$ cat config.mk
export PLATFORM = sky130hd
export DESIGN_NAME = rcs_recon_seq
export DESIGN_NICKNAME = d
export VERILOG_FILES = /design/src/rtl/rcs_pkg.sv /design/src/rtl/rcs_tick_timer.sv /design/src/rtl/rcs_arb_span.sv /design/src/rtl/rcs_recon_seq.sv
export SDC_FILE = /design/constraint.sdc
export NUM_CORES = 1
export LEC_CHECK = 0
export BUFFER_PORTS_ARGS = -buffer_cell sky130_fd_sc_hd__buf_2
export CAP_MARGIN = 0
export CORE_MARGIN = 5
export CORE_UTILIZATION = 57
export DETAILED_ROUTE_END_ITERATION = 7
export GPL_TIMING_DRIVEN = 0
export PLACE_DENSITY_LB_ADDON = 0.3
export SLEW_MARGIN = 40
export SYNTH_ARGS = -nofsm -noshare
export SYNTH_HDL_FRONTEND = slang
export SYNTH_SLANG_ARGS = --single-unit
$ cat constraint.sdc
create_clock -name clk -period 3.7 [get_ports clk]
set_clock_uncertainty 0.1 [all_clocks]
set_input_delay 0.185 -clock clk [delete_from_list [all_inputs] [get_ports clk]]
set_output_delay 0.185 -clock clk [all_outputs]
set_load 0.05 [all_outputs]
$ cat src/rtl/rcs_pkg.sv
package rcs_pkg;

    localparam int ID_W   = 8;
    localparam int ID_TOP = 255;

    typedef enum logic [2:0] {
        ST_DORMANT   = 3'd0,
        ST_MONITOR   = 3'd1,
        ST_ARBITRATE = 3'd2,
        ST_INVITE    = 3'd3,
        ST_LISTEN    = 3'd4
    } rcs_state_e;

    typedef struct packed {
        rcs_state_e        state;
        logic [ID_W-1:0]   succ_id;
        logic              have_succ;
        logic              mine;
        logic              invite;
        logic              kick;
    } rcs_ctl_t;

    // successor candidate step: 255 wraps to 1, zero is skipped
    function automatic logic [ID_W-1:0] id_step(input logic [ID_W-1:0] v);
        return (v == ID_W'(ID_TOP)) ? ID_W'(1) : v + ID_W'(1);
    endfunction

endpackage

$ cat src/rtl/rcs_tick_timer.sv
module rcs_tick_timer #(
    parameter int W = 10
) (
    input  logic         clk,
    input  logic         rst_n,
    input  logic         clr,
    input  logic         run,
    input  logic [W-1:0] limit,
    output logic         hit
);

    logic [W-1:0] cnt_q, cnt_d;
    logic [W:0]   cnt_inc;

    always_comb begin
        cnt_inc = {1'b0, cnt_q} + {{W{1'b0}}, 1'b1};
        hit     = run && (cnt_inc >= {1'b0, limit});
        cnt_d   = cnt_q;
        if (clr || hit) begin
            cnt_d = '0;
        end else if (run) begin
            cnt_d = cnt_inc[W-1:0];
        end
    end

    always_ff @(posedge clk or negedge rst_n) begin
        if (!rst_n) begin
            cnt_q <= '0;
        end else begin
            cnt_q <= cnt_d;
        end
    end

    // a window that ends starts the next one from zero
    assert_hit_restart_R3: assert property (@(posedge clk) disable iff (!rst_n)
        hit |=> (cnt_q == '0));

endmodule

$ cat src/rtl/rcs_arb_span.sv
module rcs_arb_span #(
    parameter int UNIT = 1168,
    parameter int AW   = 19
) (
    input  logic [rcs_pkg::ID_W-1:0] id,
    output logic [AW-1:0]            span
);

    logic [rcs_pkg::ID_W-1:0] gap;

    always_comb begin
        gap  = rcs_pkg::ID_W'(rcs_pkg::ID_TOP) - id;
        span = AW'(UNIT) * AW'(gap);
    end

endmodule

$ cat src/rtl/rcs_recon_seq.sv
module rcs_recon_seq #(
    parameter int IDLE_TICKS     = 657,
    parameter int ARB_UNIT_TICKS = 1168,
    parameter int RESP_TICKS     = 598,
    parameter int RECON_TICKS    = 840000
) (
    input  logic       clk,
    input  logic       rst_n,
    input  logic       tick_us,
    input  logic       line_active,
    input  logic       token_rx,
    input  logic [7:0] node_id,
    output logic       itt_req,
    output logic [7:0] next_id,
    output logic       recon_flag,
    output logic       recon_start
);
    import rcs_pkg::*;

    localparam int IW = $clog2(IDLE_TICKS + 1);
    localparam int AW = $clog2(ARB_UNIT_TICKS * ID_TOP + 1);
    localparam int RW = $clog2(RESP_TICKS + 1);
    localparam int CW = $clog2(RECON_TICKS + 1);

    rcs_ctl_t q, d;

    logic          awake;
    logic          in_mon, in_arb, in_lis;
    logic          idle_hit, arb_hit, resp_hit, recon_hit;
    logic [AW-1:0] arb_span;

    assign awake  = (node_id != '0);
    assign in_mon = (q.state == ST_MONITOR);
    assign in_arb = (q.state == ST_ARBITRATE);
    assign in_lis = (q.state == ST_LISTEN);

    // silence detector
    rcs_tick_timer #(.W(IW)) u_idle (
        .clk   (clk),
        .rst_n (rst_n),
        .clr   (!in_mon || line_active || token_rx || recon_hit),
        .run   (in_mon && tick_us && !line_active && !token_rx),
        .limit (IW'(IDLE_TICKS)),
        .hit   (idle_hit)
    );

    // token-reception watchdog
    rcs_tick_timer #(.W(CW)) u_recon (
        .clk   (clk),
        .rst_n (rst_n),
        .clr   (!in_mon || token_rx),
        .run   (in_mon && tick_us && !token_rx),
        .limit (CW'(RECON_TICKS)),
        .hit   (recon_hit)
    );

    rcs_arb_span #(.UNIT(ARB_UNIT_TICKS), .AW(AW)) u_span (
        .id   (node_id),
        .span (arb_span)
    );

    // address-weighted arbitration wait
    rcs_tick_timer #(.W(AW)) u_arb (
        .clk   (clk),
        .rst_n (rst_n),
        .clr   (!in_arb || line_active),
        .run   (in_arb && tick_us && !line_active),
        .limit (arb_span),
        .hit   (arb_hit)
    );

    // response window after each invitation
    rcs_tick_timer #(.W(RW)) u_resp (
        .clk   (clk),
        .rst_n (rst_n),
        .clr   (!in_lis || line_active),
        .run   (in_lis && tick_us && !line_active),
        .limit (RW'(RESP_TICKS)),
        .hit   (resp_hit)
    );

    always_comb begin
        d        = q;
        d.invite = 1'b0;
        d.kick   = 1'b0;
        if (!awake) begin
            d.state     = ST_DORMANT;
            d.mine      = 1'b0;
            d.have_succ = 1'b0;
        end else begin
            unique case (q.state)
                ST_DORMANT: begin
                    d.state = ST_MONITOR;
                end
                ST_MONITOR: begin
                    if (token_rx && q.have_succ) begin
                        d.invite = 1'b1;
                    end
                    if (recon_hit) begin
                        d.kick = 1'b1;
                        d.mine = 1'b1;
                    end else if (idle_hit) begin
                        d.state = ST_ARBITRATE;
                    end
                end
                ST_ARBITRATE: begin
                    if (line_active) begin
                        d.state = ST_MONITOR;
                    end else if (arb_hit) begin
                        d.succ_id   = node_id;
                        d.have_succ = 1'b0;
                        d.state     = ST_INVITE;
                    end
                end
                ST_INVITE: begin
                    d.succ_id = id_step(q.succ_id);
                    d.invite  = 1'b1;
                    d.state   = ST_LISTEN;
                end
                ST_LISTEN: begin
                    if (line_active) begin
                        d.have_succ = 1'b1;
                        d.state     = ST_MONITOR;
                    end else if (resp_hit) begin
                        d.state = ST_INVITE;
                    end
                end
                default: begin
                    d.state = ST_DORMANT;
                end
            endcase
        end
    end

    always_ff @(posedge clk or negedge rst_n) begin
        if (!rst_n) begin
            q.state     <= ST_DORMANT;
            q.succ_id   <= ID_W'(1);
            q.have_succ <= 1'b0;
            q.mine      <= 1'b0;
            q.invite    <= 1'b0;
            q.kick      <= 1'b0;
        end else begin
            q <= d;
        end
    end

    assign itt_req     = q.invite;
    assign next_id     = q.succ_id;
    assign recon_flag  = q.mine;
    assign recon_start = q.kick;

    assert_nid_nonzero_R7: assert property (@(posedge clk) disable iff (!rst_n)
        next_id != '0);

    assert_dormant_quiet_R2: assert property (@(posedge clk) disable iff (!rst_n)
        (node_id == '0) |=> (!itt_req && !recon_start && !recon_flag));

    assert_flag_with_strobe_R9: assert property (@(posedge clk) disable iff (!rst_n)
        recon_start |-> recon_flag);

    assert_invite_step_R6: assert property (@(posedge clk) disable iff (!rst_n)
        (q.state == ST_INVITE && awake) |=>
            (itt_req && (($past(next_id) == 8'd255) ? (next_id == 8'd1)
                                                    : (next_id == $past(next_id) + 8'd1))));

    assert_arb_abort_R5: assert property (@(posedge clk) disable iff (!rst_n)
        (in_arb && line_active && awake) |=> (q.state == ST_MONITOR && $stable(next_id)));

endmodule

======== Word level (Yosys, flattened, before mapping) ========
Cells that the tools add are included.
operators by class
  add/sub/neg operators ................... 6
  multipliers ............................. 1
  $lt $le $gt $ge ......................... 4
  equality and inequality tests ........... 17
  muxes and demuxes ....................... 29
  reduce and logical (&&, ||, !) cells .... 39
operators with widths
  operator                 count
  $mux W10                 4
  $mux W20                 2
  $mux W19                 2
  $add A10 B1 Y11 const B  2
  $ge A11 B10 Y1 const B   2
  $add A20 B1 Y21 const B  1
  $ge A21 B20 Y1 const B   1
  $add A19 B1 Y20 const B  1
  $ge A20 B19 Y1           1
  $mux W3                  6
  $pmux W8 S2              1
  $mul A7 B8 Y15 const A   1
  $pmux W3 S5              1
  $logic_and A1 B1 Y1      13
  $mux W12                 1
  $reduce_and A4 Y1        3
  $logic_or A1 B1 Y1       10
  $reduce_bool A2 Y1       5
  $mux W9                  1
  $ne A3 B3 Y1 const B     3
  $add A8 B1 Y8 const B    1
  $eq A8 B8 Y1 const B     1
  $mux W8                  1
  $ne A4 B3 Y1 const B     2
  other kinds (15)         30
word-level totals
  register bits ........................... 74
  bits of input ports ..................... 13
  output and inout port bits .............. 11
  logic and storage cells ................. 106

======== Depth between registers and ports, before layout ========
  depth in word-level cells ............... 9
  mapped depth ............................ 21
  depth with buffers taken out ............ 20

======== Cells and area by module ========
From an unflattened synthesis, not the netlist that was laid out.
unflattened totals
  cells, all modules ...................... 866
  area, all modules ....................... 7181.9 um2
modules (own cells, without submodules)
  module                    instances  cells each  area each (um2)  seq. area each (um2)
  rcs_tick_timer (u_recon)  1          222         1809.2           500.5
  rcs_tick_timer (u_arb)    1          215         1706.6           475.5
  rcs_recon_seq             1          123         1048.5           376.6
  rcs_tick_timer (u_resp)   1          115         963.4            250.2
  rcs_tick_timer (u_idle)   1          109         950.9            250.2
  rcs_arb_span              1          82          703.2            0.0

======== Worst setup path before layout ========
No wires, ideal clock.
  kind .................................... input to register
  start point ............................. in node_id[1]
  end point ............................... reg u_arb.cnt_q[11]
  library setup time ...................... 0.065 ns
  arrival ................................. 4.245 ns
  required time ........................... 3.535 ns
  slack ................................... -0.710 ns
  stages .................................. 20
  buffers on the path ..................... 1
  cell sequence ........................... inv_1 -> ha_1 -> ha_1 -> ha_1 -> ha_1 -> a21o_1 -> maj3_1 -> a21oi_1 -> o21ai_0 -> a21o_1 -> a21oi_1 -> ha_1 -> a21oi_1 -> o21ai_0 -> nor3_1 -> a31oi_2 -> or3_4 -> buf_6 -> o211ai_1 -> o21a_1
between the ends
  word-level cells in the longest chain between the ends .. 6
  elaborated cells between the ends (all ways) .. 7
  those cells by class .................... add/sub: 1; mul: 1; order compare: 1; mux: 1; reduce/logical: 3
ends and longest elaborated chain
  element                                         RTL line              source
  start: declaration                              rcs_recon_seq.sv:12   input logic [7:0] node_id,
  $sub A8 B8 Y8 (*)                               rcs_arb_span.sv:12    gap = rcs_pkg::ID_W'(rcs_pkg::ID_TOP) - id;
  $mul A7 B8 Y15 (*)                              rcs_arb_span.sv:13    span = AW'(UNIT) * AW'(gap);
  $ge A20 B19 Y1 (*)                              rcs_tick_timer.sv:17  hit = run && (cnt_inc >= {1'b0, limit});
  $logic_and A1 B1 Y1 (*)                         rcs_tick_timer.sv:17
  $logic_or A1 B1 Y1 (*)                          rcs_tick_timer.sv:19  if (clr || hit) begin
  $mux W19 or $reduce_bool A2 Y1 (tied branches)  -
  end signal: assignment                          rcs_tick_timer.sv:30  cnt_q <= cnt_d;
  end: declaration                                rcs_tick_timer.sv:12  logic [W-1:0] cnt_q, cnt_d;
Mark *: on every way between the ends. The rest lies on a longest branch, timed or not.
A chain may end at the register's enable or synchronous reset.

======== Worst setup path after layout ========
  start point ............................. in node_id[4]
  end point ............................... reg u_arb.cnt_q[3]
Same word-level chain as after synthesis.

==> impl_metrics.toml <==
[timing]
slew_violations = 0
tightest_slew_ps = 792
max_slew_margin_pct = 46.9
fin_crit_sh_pct = 109
period_needed_ps = 4020
hold_viol = 0
setup_slack_ps = -320
rsz0062_at_grt = "true"
max_freq_mhz = 249
setup_violations = 26

[power_and_ir_drop]
power_density_nw_per_um2 = 406
leakage_nw = 3.07
vdd_ir_drop_max_v = 0.000481

[synth]
syn_area_per_cell_um2 = 8.39
ys_ff_latch = 74
synth_cell_type_count = 77
synthArstFlopShare_pct = 100
synth_area_leaders = "dfrtp_1 29%, ha_1 9.1%, nand2_1 4.1%, o21ai_0 4.0%, xnor2_1 3.7%"
ys.flop_type = "dfrtp_1"
yosys.area.top_type_share_pct = 29.4
yosysTopAreaCell = "dfrtp_1"
syn_inst = 740
synthesis.area_um2 = 6210
synth_edf_count = 0
ys_warn_count = 0
synthesis.nets = 798
ys_seq_area_share_pct = 29.8

[detailed_routing]
vias = 6070
antenna_left = 0
drc = 0
drt-initial-drc-count = 489
wl_per_cell_um = 17.6
drtPass1Iterations = 5
routed_wl_um = 16600
vias_per_cell = 6.46

[outcome]
violations = "setup timing"
status = "finished with violations"

[die]
core_um2 = 10700
die_area_um2 = 13100
initial_core_util_pct = 57.8
die_x_um = 114
die_y_um = 114
row_count = 38
pin_count = 24

[setup_path]
worstPathArrival_ps = 4230
r2r_slack_ps = -130
worstReg2RegStart = "u_arb.cnt_q[0]"
crit_path_frequent_cell = "o21a_1"
worstPathRequired_ps = 3910
path_class = "input pin to register"
cp_cell_sequence = "buf_12, inv_12, ha_4, ha_4, nor2b_1, o21a_1, o22ai_1, nand2_1, a21o_1, a221oi_2, nor2b_2, xor2_1, ha_1, a21oi_2, o21a_1, o21ai_4, nor3_4, a31oi_4, or3_4, buf_8, o211ai_1, o21a_1"
path_max_fanout = 5
r2r_cells = 17
critPathSlowestCell = "or3_4"
slowest_delay_ps = 400
r2r-end = "u_arb.cnt_q[8]"
cp-end-kind = "register"
crit_path_start = "node_id[4]"
start_kind = "input pin"

[clocking]
numCtsBuffers = 9
cts_tree = "done"
clock_latency_ps = 370
clock_sinks = 74
path_clk_slew_ps = 80
cts_max_level = 3
cts_buffer_depth = 2
cts_root_buf = "clkbuf_8"

[place]
dp.cells = 903
pre_cts_slack_ps = -815
io_buffers = 22
place_congestion = 0.969
hpwl_um = 11300

[final_layout]
antenna_cells = 0
stdcell_count = 940
drive_gt1_share_pct = 21.3
seqCellArea_um2 = 1850
multi_input_area_um2 = 4380
n_fill_cell = 850
layout.nets = 853
area_delta_synth_final_pct = 19.5

[hold_path]
worstHoldStart = "node_id[0]"
hold_depth = 3
hold_end = "next_id[0]"
hp-class = "input pin to register"

[global_route]
met2_usage_pct = 40.5
grt.busiest_layer = "met2"
grtUsageMet1_pct = 33.5
grt_util_all_layers_pct = 24.7
grtUsageMet3_pct = 3.54
antenna_found_initial = 0
grt_max_degree = 45
grt_pass1_vias = 5640
grt_pass1_wl_um = 26600
grt_overflow = 0

[job]
cap_violations = 0
==> cells in the final DEF, fill, tap and decap left out, types with 5 or more instances in the layout <==
cell type | netlist | final
dfrtp_1 | 73 | 72
nand2_1 | 68 | 68
nor2_1 | 49 | 47
nand3_1 | 36 | 36
o21ai_0 | 50 | 35
a21oi_1 | 37 | 32
buf_4 | 11 | 31
ha_1 | 45 | 28
buf_2 | 10 | 26
a31oi_1 | 26 | 26
xnor2_1 | 26 | 23
inv_1 | 30 | 22
nor3_1 | 23 | 19
nand4_1 | 17 | 17
clkbuf_1 | 17 | 15
nand2b_1 | 14 | 14
ha_4 | 0 | 14
and3_1 | 13 | 13
xor2_1 | 11 | 11
a21o_1 | 10 | 10
nor4_1 | 10 | 10
o31ai_1 | 10 | 10
a32o_1 | 10 | 10
clkbuf_8 | 0 | 10
buf_6 | 4 | 9
and2_1 | 9 | 8
o21a_1 | 8 | 8
o22ai_1 | 8 | 8
o21ai_1 | 0 | 8
o211ai_1 | 8 | 8
nor2b_1 | 8 | 7
nor3_2 | 5 | 7
and4_1 | 7 | 7
or3_1 | 7 | 7
o21ai_2 | 0 | 6
inv_4 | 0 | 5
mux2i_1 | 5 | 5
nor3b_1 | 5 | 5
==> Yosys cell counts, drive strengths merged (11+ instances only) <==
library cell	count
dfrtp	73
nand2	68
o21ai	50
nor2	49
ha	45
nand3	38
a21oi	37
inv	30
nor3	29
a31oi	27
buf	26
xnor2	26
nand4	21
clkbuf	17
and3	15
nand2b	14
nor4	13
a21o	12
xor2	11
==> final cells by class <==
cell class,instances,area share (%)
Sequential cell,74,25.0
Clock inverter,5,1.38
Timing Repair Buffer,45,5.06
Buffer,42,3.46
Inverter,30,1.85
Multi-Input combinational cell,593,59.0
Clock buffer,11,1.90
Tap cell,140,2.36
==> sequential cells by signal, summed over array words and instances (netlist names) <==
name,flops
itt_req,1
next_id,8
q,4
recon_flag,1
recon_start,1
u_arb.cnt_q,19
u_idle.cnt_q,10
u_recon.cnt_q,20
u_resp.cnt_q,10
==> worst max-delay path, delay by kind of cell <==
| kind | cells | cell delay (ps) |
|---|---|---|
| buffers and inverters | 3 | 320 |
| AOI/OAI and AO/OA | 10 | 1790 |
| adders and majority gates | 3 | 640 |
| and+or+nand+nor | 5 | 1110 |
| xor gates and xnor gates | 1 | 160 |
==> routing by layer <==
layer	share of wire, %	wire [um]
met5	0	0
met4	2.3	386
met3	5.9	978
met2	49	8110
met1	43	7080
==> through the flow <==
stage	area, um^2	hold slack, ps	util (%)	power (mW)	setup TNS (ps)
3_3_place_gp	6630	396	61.7	2.06	-17460
2_1_floorplan	6340	-211	-	1.84	-1940
4_1_cts	7150	38.2	66.6	2.94	-341
3_5_place_dp	6660	-11.3	62.0	2.10	-18670
5_1_grt	7420	56.8	69.1	3.18	-9380
6_report	7420	58.1	69.1	3.02	-4800
==> power by group <==
group | total, mW | switching [mW] | leakage [nW] | internal (mW)
sequential | 0.983 | 0.0884 | 0.999 | 0.895
combinational | 1.24 | 0.760 | 1.95 | 0.484
clock | 0.790 | 0.324 | 0.120 | 0.466
==> what timing repair did <==
item                                    CTS  global route
endpoints found under the hold margin    73             0
endpoints found under the setup margin   26            29
hold buffers                              1             0
gates cloned                              1             2
pin swaps                                11            23
resized for setup                        42            38
setup buffers                             9             9
==> logic make-up (layout without fill, tap and decap cells) <==
family,count (synthesis),count (layout),share of synthesized area (%)
AND/OR/NAND/NOR,300,300,26.8
flip-flops,74,74,29.8
adder cells (fa/ha/maj),46,46,9.23
multiplexers,7,7,1.17
buffers and inverters,73,133,5.76
AO/OA/AOI/OAI,202,202,21.6
XOR/XNOR,38,38,5.58
==> worst max path at each step <==
stage | to | slack [ps] | depth (start not counted)
after floorplan | u_arb.cnt_q[11] | -240 | 20
after detailed placement | u_arb.cnt_q[3] | -810 | 21
final | u_arb.cnt_q[3] | -320 | 22
after global routing | u_arb.cnt_q[3] | -480 | 22
after CTS | u_arb.cnt_q[3] | -100 | 21
after global placement | u_arb.cnt_q[11] | -770 | 21
Note: power is estimated with default switching activity, not from simulation.
